`src/rtl/fx_fefi_pkg.sv`:
```
package fx_fefi_pkg;

  function automatic int unsigned max_u(input int unsigned a, input int unsigned b);
    return (a > b) ? a : b;
  endfunction

  function automatic int unsigned bits_for(input int unsigned v);
    return (v < 2) ? 1 : $clog2(v + 1);
  endfunction

endpackage

```
`src/rtl/fx_ones_run.sv`:
```
module fx_ones_run #(
  parameter int unsigned RUN_MAX = 85,
  parameter int unsigned W       = 7
) (
  input  logic         clk,
  input  logic         rst_n,
  input  logic         bit_valid,
  input  logic         bit_val,
  output logic [W-1:0] run_q
);
  localparam logic [W-1:0] TOP = W'(RUN_MAX);

  always_ff @(posedge clk or negedge rst_n) begin
    if (!rst_n)
      run_q <= '0;
    else if (bit_valid) begin
      if (!bit_val)
        run_q <= '0;
      else if (run_q != TOP)
        run_q <= run_q + 1'b1;
    end
  end

  a_r4_run_frozen: assert property (@(posedge clk) disable iff (!rst_n)
    !bit_valid |=> $stable(run_q));

endmodule

```
`src/rtl/fx_sig_detect.sv`:
```
module fx_sig_detect #(
  parameter int unsigned SD_RUN = 65,
  parameter int unsigned W      = 7
) (
  input  logic         clk,
  input  logic         rst_n,
  input  logic         bit_valid,
  input  logic         bit_val,
  input  logic [W-1:0] run_q,
  output logic         sig_det
);
  localparam logic [W-1:0] LAST = W'(SD_RUN - 1);
  localparam logic [W-1:0] FULL = W'(SD_RUN);

  always_ff @(posedge clk or negedge rst_n) begin
    if (!rst_n)
      sig_det <= 1'b0;
    else if (bit_valid) begin
      if (bit_val && run_q >= LAST)
        sig_det <= 1'b1;
      else if (!bit_val && run_q < FULL)
        sig_det <= 1'b0;
    end
  end

  a_r2_rise_on_one: assert property (@(posedge clk) disable iff (!rst_n)
    $rose(sig_det) |-> $past(bit_valid && bit_val));

  a_r3_fall_on_zero: assert property (@(posedge clk) disable iff (!rst_n)
    $fell(sig_det) |-> $past(bit_valid && !bit_val));

  a_r4_sd_idle: assert property (@(posedge clk) disable iff (!rst_n)
    !bit_valid |=> $stable(sig_det));

endmodule

```
`src/rtl/fx_fefi_track.sv`:
```
module fx_fefi_track #(
  parameter int unsigned FEFI_ONES = 84,
  parameter int unsigned CONFIRM   = 3,
  parameter int unsigned W         = 7
) (
  input  logic         clk,
  input  logic         rst_n,
  input  logic         bit_valid,
  input  logic         bit_val,
  input  logic [W-1:0] run_q,
  input  logic         enable,
  input  logic         stat_rd,
  output logic         fault_present,
  output logic         rfault
);
  import fx_fefi_pkg::*;
  localparam int unsigned CW = bits_for(CONFIRM);
  localparam logic [W-1:0]  ONES_W = W'(FEFI_ONES);
  localparam logic [CW-1:0] CONF   = CW'(CONFIRM);
  localparam logic [CW-1:0] CONF_M1 = CW'(CONFIRM - 1);

  logic [CW-1:0] cnt_q;
  logic          zero_end, code_hit, code_miss, confirm_evt;

  assign zero_end    = bit_valid && !bit_val;
  assign code_hit    = zero_end && (run_q == ONES_W) && enable;
  assign code_miss   = zero_end && (run_q != ONES_W);
  assign confirm_evt = code_hit && (cnt_q >= CONF_M1);

  always_ff @(posedge clk or negedge rst_n) begin
    if (!rst_n)
      cnt_q <= '0;
    else if (!enable || code_miss)
      cnt_q <= '0;
    else if (code_hit && cnt_q != CONF)
      cnt_q <= cnt_q + 1'b1;
  end

  assign fault_present = (cnt_q == CONF);

  always_ff @(posedge clk or negedge rst_n) begin
    if (!rst_n)
      rfault <= 1'b0;
    else if (confirm_evt)
      rfault <= 1'b1;
    else if (stat_rd)
      rfault <= 1'b0;
  end

  a_r6_set_on_code_end: assert property (@(posedge clk) disable iff (!rst_n)
    $rose(rfault) |-> $past(bit_valid && !bit_val && enable));

  a_r7_hold_until_read: assert property (@(posedge clk) disable iff (!rst_n)
    (rfault && !stat_rd) |=> rfault);

  a_r9_fault_on_code_end: assert property (@(posedge clk) disable iff (!rst_n)
    $rose(fault_present) |-> $past(bit_valid && !bit_val));

  a_r11_off_no_fault: assert property (@(posedge clk) disable iff (!rst_n)
    !enable |=> !fault_present);

endmodule

```
`src/rtl/fx_sigdet_fefi.sv`:
```
module fx_sigdet_fefi #(
  parameter int unsigned SD_RUN    = 65,
  parameter int unsigned FEFI_ONES = 84,
  parameter int unsigned CONFIRM   = 3
) (
  input  logic clk,
  input  logic rst_n,
  input  logic rx_valid,
  input  logic rx_bit,
  input  logic link_up,
  input  logic fefi_en,
  input  logic stat_rd,
  output logic sig_det,
  output logic rfault_stat,
  output logic tx_fefi_sel,
  output logic mii_block
);
  import fx_fefi_pkg::*;
  localparam int unsigned RUN_MAX = max_u(SD_RUN, FEFI_ONES + 1);
  localparam int unsigned W       = bits_for(RUN_MAX);

  logic [W-1:0] run_q;
  logic         fault_present;

  fx_ones_run #(.RUN_MAX(RUN_MAX), .W(W)) u_run (
    .clk(clk), .rst_n(rst_n), .bit_valid(rx_valid), .bit_val(rx_bit), .run_q(run_q));

  fx_sig_detect #(.SD_RUN(SD_RUN), .W(W)) u_sd (
    .clk(clk), .rst_n(rst_n), .bit_valid(rx_valid), .bit_val(rx_bit),
    .run_q(run_q), .sig_det(sig_det));

  fx_fefi_track #(.FEFI_ONES(FEFI_ONES), .CONFIRM(CONFIRM), .W(W)) u_fefi (
    .clk(clk), .rst_n(rst_n), .bit_valid(rx_valid), .bit_val(rx_bit),
    .run_q(run_q), .enable(fefi_en), .stat_rd(stat_rd),
    .fault_present(fault_present), .rfault(rfault_stat));

  assign mii_block   = fault_present && fefi_en;
  assign tx_fefi_sel = fefi_en && !sig_det && !link_up;

  a_r10_tx_quiet_on_link: assert property (@(posedge clk) disable iff (!rst_n)
    (sig_det && $past(sig_det)) |-> !tx_fefi_sel);

  a_r11_block_needs_fault: assert property (@(posedge clk) disable iff (!rst_n)
    $rose(mii_block) |-> $past(rx_valid && !rx_bit) || $rose(fefi_en));

endmodule

```
`config.mk`:
```
export PLATFORM = sky130hd
export DESIGN_NAME = fx_sigdet_fefi
export DESIGN_NICKNAME = d
export VERILOG_FILES = /design/src/rtl/fx_fefi_pkg.sv /design/src/rtl/fx_ones_run.sv /design/src/rtl/fx_sig_detect.sv /design/src/rtl/fx_fefi_track.sv /design/src/rtl/fx_sigdet_fefi.sv
export SDC_FILE = /design/constraint.sdc
export NUM_CORES = 1
export LEC_CHECK = 0
export BUFFER_PORTS_ARGS = -buffer_cell sky130_fd_sc_hd__buf_2
export CAP_MARGIN = 15
export CORE_MARGIN = 10
export CORE_UTILIZATION = 35
export CTS_CLUSTER_DIAMETER = 30
export CTS_CLUSTER_SIZE = 10
export DETAILED_ROUTE_END_ITERATION = 10
export GPL_ROUTABILITY_DRIVEN = 0
export MAX_ROUTING_LAYER = met4
export PLACE_DENSITY = 0.55
export RECOVER_POWER = 50
export SETUP_SLACK_MARGIN = 0.1
export SYNTH_ARGS = -nofsm -noshare
export SYNTH_HDL_FRONTEND = slang
export SYNTH_SLANG_ARGS = --single-unit
```
`constraint.sdc`:
```
create_clock -name clk -period 1.6 [get_ports clk]
set_input_delay 0 -clock clk [delete_from_list [all_inputs] [get_ports clk]]
set_output_delay 0 -clock clk [all_outputs]
set_load 0.01 [all_outputs]
```
==> flow_summary.yaml <==
cells_and_area:
  area.growth.synth_to_final_pct: 21.19
  drive_above_1_share_pct: 27.37
  final_nets: 108
  utilization_pct: 45.14
  stdcell_count: 122
  mostFrequentLayoutCells: "8 x sky130_fd_sc_hd__inv_1, 8 x sky130_fd_sc_hd__dfrtp_1, 7 x sky130_fd_sc_hd__buf_2, 6 x sky130_fd_sc_hd__nand2_1"
  antenna-diode-count: 0
grt:
  grt_pass1_wl_um: 2849
  grt_overflow: 0
  number_of_antenna_violations_at_the_first_check_in_global_routing: 0
  grt_pass1_vias: 677
  gr_util_all_layers_pct: 8.587
  grt_start_max_net_pins: 14
cts:
  cts_sinks: 11
  cts_tree: "done"
  cts_max_path_buffers: 2
  worstSkewPairLatency_ns: 0.27
  cts_inserted_buffers: 3
  cts.htree.levels: 1
  cts-root-buf: "sky130_fd_sc_hd__clkbuf_4"
  clk_transition_reported_paths_ns: 0.07
sta:
  final_period_minus_worst_setup_slack_ns: 1.468
  grt_setup_unrepaired: "true"
  fin_tns_setup_ns: 0
  number_of_max_slew_violations_in_the_final_report: 0
  max_freq_ghz: 0.6814
  timing.clock.skew_ns: 0.001551
  max_slew_headroom_pct: 58.31
  setup_viol_count_final: 0
  final_min_period_over_clock_period_pct: 91.72
  finalHoldViolations: 0
  max_slew.worst_pin.slew_ns: 0.6253
  finalHoldWorstSlack_ns: 0.01914
detailed_routing:
  drt.antenna.violating_nets: 0
  firstDrtPassIters: 4
  drt_wl_total_um: 1666
  drc_violations: 0
  post_drt_via_cell_ratio: 5.434
  via_count: 663
  first_iter_violations: 35
  post_drt_wl_per_cell_um: 13.66
critical_path:
  crit_buf_inv: 0
  reg2reg_from: "u_run.run_q[5]"
  critPathTopFamily: "simple AND/OR/NAND/NOR gates"
  delay_contributed_by_the_slowest_stage_of_the_critical_path_ns: 0.56
  worstSetupStartpointType: "flip-flop"
  crit_cells: 3
  timing.reg2reg.setup_slack_ns: 0.13
  startpoint: "u_run.run_q[5]"
  crit_end: "u_sd.sig_det"
  worst_r2r_path_cells: 3
  worst_path_max_delay_cell: "sky130_fd_sc_hd__or4_4"
  worstPathCellList: "or4_4 > o311ai_4 > o221ai_2"
  critical_path.max_fanout: 5
  worstSetupPathType: "reg -> reg"
  worst_ep_arrival_time_ns: 1.61
  worst_setup_path_end_kind: "flip-flop"
  critical_path_required_ns: 1.74
  reg2reg_to: "u_sd.sig_det"
floorplanning:
  die_h_um: 65.93
  initial_core_util_pct: 37.25
  fp.dieArea_um2: 4346
  row_count: 16
  die_x_um: 65.93
  io_pins: 11
  core_area_um2: 1982
yosys:
  synth-main-ff-cell: "sky130_fd_sc_hd__dfrtp_1"
  synth.distinct_cells: 32
  post_synth_design_cell_area_um2: 738.2
  syn_area_per_cell_um2: 9.713
  synth_cells: 76
  synth.ff_latch_count: 11
  ys_seq_area_share_pct: 37.29
  synth_edf_count: 0
  asyncSetResetFlopFracSynth_pct: 100.0
  yosysWarningCount: 0
  mappedNetlistNets: 88
run:
  max-cap-violations: 0
pwr:
  total_switching_power_mw: 0.2095
  netSwitchingFraction_pct: 30.62
  share_of_total_power_in_combinational_logic_pct: 22.6
  ir_drop_v: 0.0003674
  seqPwrFrac_pct: 49.6
  clock_power_share_pct: 27.8
  intPower_mw: 0.4747
  power.density_cell_area_nw_per_um2: 764.8
  power.leakage_nw: 0.3849
place:
  portBuffers: 10
  hpwl_um: 1250
  placedCellCount: 114
hold_path:
  hold_path_class: "in -> reg"
outcome:
  outcome: "finished, final reports clean"
## power by group through the flow
stage,Clock [mW],Sequential (mW),Combinational [mW]
2_1_floorplan,0,0.346,0.0854
3_3_place_gp,0,0.347,0.141
3_5_place_dp,0,0.346,0.142
4_1_cts,0.201,0.340,0.146
5_1_grt,0.212,0.344,0.175
6_report,0.190,0.339,0.155
## metal layers
layer | track usage [%] | up-vias | part of all wire (%)
li1 | - | 321 | -
met1 | 9.538 | 317 | 46
met2 | 11.96 | 18 | 43
met3 | 4.407 | 7 | 7.7
met4 | 5.080 | 0 | 3.2
met5 | - | - | 0
## timing repair
action | 4_1_cts | 5_1_grt
buffers inserted | 0 | 2
endpoints found under the setup margin | 0 | 5
hold buffers | 2 | 0
resized for setup | 0 | 3
endpoints found under the hold margin | 12 | 0
## worst min path at each step
stage	end	cells past startpoint	startpoint	slack, ns
2_1_floorplan	u_fefi.cnt_q[0]	0	rst_n	-0.30
3_3_place_gp	u_fefi.rfault	1	rst_n	-0.11
3_5_place_dp	u_fefi.rfault	1	rst_n	-0.11
4_1_cts	u_fefi.cnt_q[1]	3	fefi_en	0.01
5_1_grt	u_fefi.cnt_q[1]	3	fefi_en	0.04
6_report	u_fefi.cnt_q[1]	3	fefi_en	0.02
## cells by family after synthesis
family	after synthesis	synth area share, %
AOI/OAI and AO/OA	19	21.19
adders and majority gates	5	8.475
buffers and inverters	9	4.576
DFF	11	37.29
muxes	1	1.356
and+or+nand+nor	31	27.12
## cell type report
type,instances,area [µm²]
fill,192,1087
multi-input combinational,56,429.2
sequential,11,279.0
timing repair buffer,16,96.34
tap,27,33.78
inverter,8,30.03
clock buffer,4,26.28
## state kept, by name, summed over array words and instances, names as in the netlist
| name | count |
|---|---|
| u_fefi.cnt_q | 2 |
| u_fefi.rfault | 1 |
| u_run.run_q | 7 |
| u_sd.sig_det | 1 |
## tightest hold or removal path: cells and delay by family
kind | cells | cell delay, ns
buffers and inverters | 1 | 0.13
AND/OR/NAND/NOR | 1 | 0.06
AO/OA/AOI/OAI | 1 | 0.05
## stage by stage
| step | cell area [µm²] | worst slack, ns | total power [mW] |
|---|---|---|---|
| detailed placement | 833.3 | 0.1485 | 0.4877 |
| CTS | 879.6 | 0.1316 | 0.6872 |
| finish | 894.6 | 0.1324 | 0.6842 |
| global route | 894.6 | 0.09219 | 0.7313 |
| floorplan | 738.2 | 0.2044 | 0.4315 |
| global placement | 833.3 | 0.1508 | 0.4871 |
## synthesized netlist by cell type (all sizes together) (2+ instances only)
master	n	area share, %
a21oi	5	3.4
and2	4	3.9
and4bb	2	3.9
dfrtp	11	37
ha	5	8.5
inv	8	4.1
nand2	6	3.1
nand3	5	3.4
nand4	3	2.5
nor2b	2	1.7
nor3	2	1.4
o21ai	3	2.0
o221ai	2	3.2
o22ai	3	2.5
o311ai	2	4.7
or3	2	1.7
Note: power is estimated with default switching activity, not from simulation.
